===== config.mk =====
export PLATFORM = sky130hd
export DESIGN_NAME = bitop_unit
export DESIGN_NICKNAME = d
export VERILOG_FILES = /design/src/rtl/bitop_pkg.sv /design/src/rtl/bitop_shifter.sv /design/src/rtl/bitop_bitfield.sv /design/src/rtl/bitop_timing.sv /design/src/rtl/bitop_unit.sv
export SDC_FILE = /design/constraint.sdc
export NUM_CORES = 1
export LEC_CHECK = 0
export BUFFER_PORTS_ARGS = -buffer_cell sky130_fd_sc_hd__buf_2
export CAP_MARGIN = 10
export CORE_ASPECT_RATIO = 0.6
export CORE_MARGIN = 2
export CORE_UTILIZATION = 50
export CTS_CLUSTER_SIZE = 10
export DETAILED_ROUTE_END_ITERATION = 16
export PLACE_DENSITY = 0.8
export RECOVER_POWER = 25
export REMOVE_ABC_BUFFERS = 1
export SLEW_MARGIN = 25
export SYNTH_ARGS = -nofsm -noshare
export SYNTH_HDL_FRONTEND = slang
export SYNTH_SLANG_ARGS = --single-unit

===== constraint.sdc =====
create_clock -name clk -period 2.3 [get_ports clk]
set_clock_uncertainty 0.15 [all_clocks]
set_input_delay 0.23 -clock clk [delete_from_list [all_inputs] [get_ports clk]]
set_output_delay 0.23 -clock clk [all_outputs]
set_load 0.02 [all_outputs]

===== src/rtl/bitop_pkg.sv =====
package bitop_pkg;
  localparam int DW     = 8;
  localparam int FZ_POS = 7;
  localparam int FN_POS = 6;
  localparam int FH_POS = 5;
  localparam int FC_POS = 4;

  typedef enum logic [1:0] {
    GRP_SHIFT = 2'd0,
    GRP_TEST  = 2'd1,
    GRP_CLR   = 2'd2,
    GRP_SET   = 2'd3
  } grp_e;

  typedef enum logic [2:0] {
    SK_ROL  = 3'd0,
    SK_ROR  = 3'd1,
    SK_RLC  = 3'd2,
    SK_RRC  = 3'd3,
    SK_SHL  = 3'd4,
    SK_ASR  = 3'd5,
    SK_NIB  = 3'd6,
    SK_LSR  = 3'd7
  } shk_e;
endpackage


===== src/rtl/bitop_shifter.sv =====
module bitop_shifter
  import bitop_pkg::*;
#(
  parameter int W = DW
) (
  input  shk_e         kind,
  input  logic [W-1:0] din,
  input  logic         c_in,
  output logic [W-1:0] dout,
  output logic         c_out
);
  localparam int HALF = W / 2;

  always_comb begin
    dout  = din;
    c_out = 1'b0;
    unique case (kind)
      SK_ROL: begin dout = {din[W-2:0], din[W-1]}; c_out = din[W-1]; end
      SK_ROR: begin dout = {din[0], din[W-1:1]};   c_out = din[0];   end
      SK_RLC: begin dout = {din[W-2:0], c_in};     c_out = din[W-1]; end
      SK_RRC: begin dout = {c_in, din[W-1:1]};     c_out = din[0];   end
      SK_SHL: begin dout = {din[W-2:0], 1'b0};     c_out = din[W-1]; end
      SK_ASR: begin dout = {din[W-1], din[W-1:1]}; c_out = din[0];   end
      SK_NIB: begin dout = {din[HALF-1:0], din[W-1:HALF]}; c_out = 1'b0; end
      SK_LSR: begin dout = {1'b0, din[W-1:1]};     c_out = din[0];   end
      default: begin dout = din; c_out = 1'b0; end
    endcase
  end
endmodule


===== src/rtl/bitop_bitfield.sv =====
module bitop_bitfield
  import bitop_pkg::*;
#(
  parameter int W  = DW,
  parameter int IW = $clog2(W)
) (
  input  grp_e          grp,
  input  logic [IW-1:0] idx,
  input  logic [W-1:0]  din,
  output logic [W-1:0]  dout,
  output logic          sel_bit
);
  logic [W-1:0] mask;

  for (genvar i = 0; i < W; i++) begin : g_mask
    assign mask[i] = (idx == IW'(i));
  end

  assign sel_bit = |(din & mask);

  always_comb begin
    unique case (grp)
      GRP_CLR: dout = din & ~mask;
      GRP_SET: dout = din | mask;
      default: dout = din;
    endcase
  end
endmodule


===== src/rtl/bitop_timing.sv =====
module bitop_timing #(
  parameter int CYC_W      = 3,
  parameter int ACC_CYCLES = 1,
  parameter int REG_CYCLES = 2,
  parameter int MEM_CYCLES = 4,
  parameter int MEM_INDEX  = 6
) (
  input  logic             acc_mode,
  input  logic [2:0]       reg_idx,
  output logic [CYC_W-1:0] cycles
);
  always_comb begin
    if (acc_mode)
      cycles = CYC_W'(ACC_CYCLES);
    else if (reg_idx == 3'(MEM_INDEX))
      cycles = CYC_W'(MEM_CYCLES);
    else
      cycles = CYC_W'(REG_CYCLES);
  end
endmodule


===== src/rtl/bitop_unit.sv =====
module bitop_unit
  import bitop_pkg::*;
#(
  parameter int W          = DW,
  parameter int CYC_W      = 3,
  parameter int ACC_CYCLES = 1,
  parameter int REG_CYCLES = 2,
  parameter int MEM_CYCLES = 4,
  parameter int MEM_INDEX  = 6
) (
  input  logic             clk,
  input  logic             rst,
  input  logic             in_valid,
  input  logic             acc_mode,
  input  logic [7:0]       op_code,
  input  logic [W-1:0]     operand,
  input  logic [7:0]       flags_in,
  output logic             out_valid,
  output logic [W-1:0]     result,
  output logic [7:0]       flags_out,
  output logic             wr_en,
  output logic [CYC_W-1:0] cycles
);
  grp_e            grp;
  shk_e            kind;
  logic [2:0]      mid;
  logic [W-1:0]    sh_val, bf_val, nxt_val;
  logic            sh_c, sel_bit;
  logic [7:0]      nxt_flags;
  logic            nxt_wr;
  logic [CYC_W-1:0] nxt_cyc;

  assign grp  = acc_mode ? GRP_SHIFT : grp_e'(op_code[7:6]);
  assign mid  = acc_mode ? {1'b0, op_code[4:3]} : op_code[5:3];
  assign kind = shk_e'(mid);

  bitop_shifter #(.W(W)) u_shift (
    .kind (kind),
    .din  (operand),
    .c_in (flags_in[FC_POS]),
    .dout (sh_val),
    .c_out(sh_c)
  );

  bitop_bitfield #(.W(W)) u_bits (
    .grp    (grp),
    .idx    (mid[$clog2(W)-1:0]),
    .din    (operand),
    .dout   (bf_val),
    .sel_bit(sel_bit)
  );

  bitop_timing #(
    .CYC_W     (CYC_W),
    .ACC_CYCLES(ACC_CYCLES),
    .REG_CYCLES(REG_CYCLES),
    .MEM_CYCLES(MEM_CYCLES),
    .MEM_INDEX (MEM_INDEX)
  ) u_time (
    .acc_mode(acc_mode),
    .reg_idx (op_code[2:0]),
    .cycles  (nxt_cyc)
  );

  always_comb begin
    nxt_flags = 8'h00;
    nxt_val   = operand;
    nxt_wr    = 1'b1;
    unique case (grp)
      GRP_SHIFT: begin
        nxt_val = sh_val;
        nxt_flags[FZ_POS] = ~acc_mode & (sh_val == '0);
        nxt_flags[FC_POS] = sh_c;
      end
      GRP_TEST: begin
        nxt_wr = 1'b0;
        nxt_flags[FZ_POS] = ~sel_bit;
        nxt_flags[FH_POS] = 1'b1;
        nxt_flags[FC_POS] = flags_in[FC_POS];
      end
      default: begin
        nxt_val = bf_val;
        nxt_flags[7:4] = flags_in[7:4];
      end
    endcase
  end

  always_ff @(posedge clk) begin
    if (rst) begin
      out_valid <= 1'b0;
      result    <= '0;
      flags_out <= 8'h00;
      wr_en     <= 1'b0;
      cycles    <= '0;
    end else begin
      out_valid <= in_valid;
      if (in_valid) begin
        result    <= nxt_val;
        flags_out <= nxt_flags;
        wr_en     <= nxt_wr;
        cycles    <= nxt_cyc;
      end
    end
  end
endmodule


Yosys cells after proc, flatten, opt, wreduce, memory -nomap -nowiden

Index checks and enable logic that the tools add are counted.

Input port bits: 28
Output and inout port bits: 21
Word-level logic and storage cells: 43
Register bits: 17

Mux-type cells: 13
Eq/ne operators: 11
Bitwise logic cells: 7
Reductions and logical operators: 7

Operators by type and width:

| operator                                                         | number |
|---|---|
| 8-bit one-hot mux with 8 select lines                            | 1 |
| 8-bit one-hot mux with 2 select lines                            | 2 |
| 8-bit AND                                                        | 2 |
| 3-bit == test (second input constant)                            | 5 |
| 3-bit 2-to-1 mux                                                 | 3 |
| 8-bit logical NOT                                                | 1 |
| 8-bit inverter                                                   | 1 |
| 8-bit OR                                                         | 1 |
| 8-bit OR reduction                                               | 1 |
| 3-bit by 2-bit == test with 1-bit output (second input constant) | 2 |
| 2-bit == test (second input constant)                            | 2 |
| 1-bit one-hot mux with 2 select lines                            | 2 |
| 4-bit OR reduction                                               | 1 |
| 3-bit by 1-bit == test with 1-bit output (second input constant) | 1 |
| 3-bit logical NOT                                                | 1 |
| 1-bit 2-to-1 mux                                                 | 3 |
| 1-bit one-hot mux with 3 select lines                            | 1 |
| 3-bit OR reduction                                               | 1 |
| 2-bit by 1-bit == test with 1-bit output (second input constant) | 1 |
| 2-bit logical NOT                                                | 1 |
| 2-bit 2-to-1 mux                                                 | 1 |
| 1-bit inverter                                                   | 2 |
| 2-bit OR reduction                                               | 1 |
| 1-bit AND                                                        | 1 |

Longest topological paths before layout

Word-level depth: 6
Gate-level depth with buffers: 7
Depth with buffers taken out: 5

Hierarchy

Synthesis repeated with hierarchy kept, for this count alone.

Cells, all modules: 172
Area total of the unflattened synthesis: 1531.5 µm²

By module, submodules not included:

| module         | times used | seq. area each (µm²) | area each (µm²) | cells each |
|---|---|---|---|---|
| bitop_unit     | 1          | 340.3                | 1027.2          | 112 |
| bitop_bitfield | 1          | 0.0                  | 250.2           | 22 |
| bitop_shifter  | 1          | 0.0                  | 222.7           | 33 |
| bitop_timing   | 1          | 0.0                  | 31.3            | 5 |

Worst setup path before layout

Ideal clock, no wire load.

Kind: input to register
From: input op_code[3]
To: register flags_out[7]
Setup time: 0.127 ns
Setup slack: 0.553 ns
Data required time: 2.023 ns
Data arrival time: 1.470 ns
Path buffers: 2
Stages on the path: 7
Cell sequence: buf_2 inv_2 clkbuf_1 nand2_1 mux4_2 a31oi_1 o41ai_2

Word-level cells in the longest chain between the ends: 6
Elaborated cells between the ends (all ways): 16
Classes of those cells: 7 x eq/ne; 3 x mux; 3 x bitwise; 3 x reduce/logical

Ends and longest elaborated chain:

| item                                                               | RTL line                                  | source |
|---|---|---|
| from (decl)                                                        | bitop_unit.sv:15                          | `input logic [7:0] op_code,` |
| 3-bit 2-to-1 mux (*)                                               | bitop_unit.sv:34                          | `assign mid = acc_mode ? {1'b0, op_code[4:3]} : op_code[5:3];` |
| 3-bit == test (tied with other cells)                              | bitop_shifter.sv:17, bitop_bitfield.sv:16 |  |
| 8-bit one-hot mux with 8 select lines or 8-bit AND (tied branches) | bitop_shifter.sv:17, bitop_bitfield.sv:19 |  |
| 8-bit logical NOT or 8-bit OR reduction (tied branches)            | bitop_unit.sv:72, bitop_bitfield.sv:19    |  |
| 1-bit AND or 1-bit inverter (tied branches)                        | bitop_unit.sv:72, bitop_unit.sv:77        |  |
| 1-bit one-hot mux with 2 select lines (*)                          | bitop_unit.sv:69                          | `unique case (grp)` |
| to (signal assigned)                                               | bitop_unit.sv:99                          | `flags_out <= nxt_flags;` |
| to (decl)                                                          | bitop_unit.sv:20                          | `output logic [7:0] flags_out,` |

Every way passes the cells marked *; elsewhere a longest branch is shown, timed or not.
A chain may end at the register's enable or synchronous reset.

==> results.md <==
- Most frequent cells in the layout: 39 x buf_2, 18 x nor2_1, 17 x dfxtp_1
- Leak: 0.000720 uW
- DP Worst Slack: 0.279 ns
- Largest area contributor in the netlist: dfxtp_1
- # IOs: 49
- Seq/Total Area, Yosys: 24.3%
- Cell count after synthesis: 179
- Die span in x: 72.3 um
- Core ar.: 2570 um^2
- Die ar.: around 3300 um^2
- Clk slew on worst S/H paths: 0.08 ns
- Fill cell count: between 200 and 300
- RSZ-0062 raised after global routing: false
- Tmin final: ~1.8 ns
- Final Setup Violations: 0
- WL met1: 1830 um
- Final Max Tran Viols: 0
- HP Class: in2reg
- Layout Utilization: around 64%
- Top sig layer: met4
- Synthesized area per cell: 7.82 um^2
- CP Max Fanout: 30
- 1st-iter DRT viols: 112
- Final Wtd Congestion: 0.930
- Layout cells sized above 1: 31.5%
- Asr flop ratio synth: 0%
- IO Port Bufs: 40
- CTS Buf Count: 3
- Synthesized area: approximately 1400 um^2
- Antenna Violating Nets Remaining: 0
- Final hold viol count: 0
- CTS max path bufs: 2
- Post-synth top flop: dfxtp_1
- CTS resizes: 0
- Worst VDD drop: 0.380 mV
- Final net count: approximately 240
- WP buf/inv: 2
- Worst endpoint required time: between 2 and 2.5 ns
- Ant diodes: 0
- Met2 wire len: 1810 um
- Clock latency on the worst-skew pair: around 0.26 ns
- Final Cycle Share: between 70% and 80%
- First-pass GRT wire length: between 6000 and 7000 um
- Top cell type's share of synthesized area: 24.3%
- Pin count of the biggest net entering global routing: 31
- Synth top area cells: dfxtp_1 24%, mux2_2 7.2%, nor2_1 4.8%, mux2i_1 4.3%, o211ai_1 3.8%
- Pwr/cell area: about 500 nW/um^2
- Design area: around 1600 um^2
- Yosys reg bits: 17
- Global route total overflow: 0
- Initial Util: 54.4%
- Family with the most delay on the worst path: buffers and inverters
- Vias in the first global route: between 1000 and 1500
- Rows: 14
- Die Y-Extent: 45.0 um
- Post-synth cell types: 47
- Routed wire length: 4100 um
- CP max-delay cell: clkbuf_1
- Vias per cell: roughly 6.1
- Hold buffers post-CTS: 0
- Status: finished clean
- Setup bufs post-CTS: 0
- Pre-antenna DRT Iters: 4
- Setup WS post-layout: roughly 0.47 ns
- Max Cap Viol: 0
- Clock sink count: 17
- Element type at the critical path start: primary input
- Hpwl dp: 2990 um
- H-tree depth: 1
- Slew headroom: roughly a fifth
- Actual slew at the worst max-slew pin: 1.20 ns
- Avg WL per Cell: between 15 and 20 um
- Yosys warnings: 0
- Dpl cell area: roughly 1600 um^2
- GRT Overall Usage: 26.6%
- EDFF count, synth: 0
- Clk root buf: clkbuf_8
- Max incr delay on CP: 0.89 ns
- Fmax: 547 MHz
- Area Overhead vs Synth: 17.0%
- CP endpoint kind: flip-flop
- CP Data Arrival Time: 1.82 ns
- TNS Setup: 0 ns
- Met3 WL: 409 um
- Commonest non-fill, non-tap cell in the layout: buf_2
- CTS tree: yes
- Worst Path Class, Setup: in2reg
- DR vias: 1503
- Cell Chain, Critical Path: buf_2, clkbuf_1, nand2b_1, a21oi_1, a31oi_1, o41ai_2
- Initial antenna violation count: 0
- Drt drc: 0
==> routing by layer <==
metal  vias to the layer above  track usage [%]
li1                        723                -
met1                       690             36.2
met2                        84             42.4
met3                         6             7.14
met4                         0             6.79
met5                         -                0
==> synthesized netlist by cell type, drive strengths merged, types with 2 or more instances <==
library cell	number
nor2	18
buf	12
nand2b	6
mux2	9
a311oi	4
a211oi	2
o21ai	10
a21oi	9
clkbuf	8
nand2	12
nor3b	3
o221a	2
a21o	3
a31oi	5
nor3	7
dfxtp	17
a31o	2
a22oi	3
nor2b	5
nand3b	2
nand3	7
inv	3
o211ai	7
mux2i	6
==> power by group <==
part           switching [uW]  internal [uW]  leakage (uW)  total (uW)
registers                9.36            314      0.000140         323
logic                     159            104      0.000554         263
clock network             117            121     0.0000255         238
==> state kept, by name (all words and copies together), names as in the netlist <==
signal and count:
out_valid 1, flags_out 4, result 8, cycles 3, wr_en 1
==> layout make-up <==
type	instances	area [um^2]	area share (%)
multi-input cells	142	952	58.1
flip-flops and latches	17	340	20.8
repair buffers	47	248	15.1
clock buffers	3	41.3	2.52
well taps	32	40.0	2.44
inverters	3	11.3	0.688
clock inverters	1	5.00	0.306
==> path summary, 6_finish.rpt <==
kind | from | slack, ns | endpoint | cells after the start
min reg2reg | flags_out[4] | 0.32 | flags_out[4] | 2
max | in_valid | 0.47 | flags_out[7] | 6
max reg2reg | flags_out[7] | 0.85 | flags_out[7] | 4
min | flags_in[6] | 0.09 | flags_out[6] | 3
==> worst min-delay path, stage by stage <==
cell     delay (ns)
buf_2          0.10
nand3_1        0.07
a21oi_1        0.06
==> through the flow <==
step                std cells  hold slack (ns)  total power, uW
finish                    245           0.0883              824
global placement          241            0.301              581
CTS                       245           0.0872              822
detailed placement        241            0.314              588
global route              245            0.105              865
floorplan                 162            0.149              471
==> cells by family after synthesis <==
kind of cell	count (synthesis)	share of synthesized area [%]
buffers and inverters	23	8.49
AO/OA/AOI/OAI	57	30.4
multiplexers	16	13.1
flip-flops	17	24.3
other	1	0.268
AND/OR/NAND/NOR	65	23.4
Power figures use the tool's default switching activity.
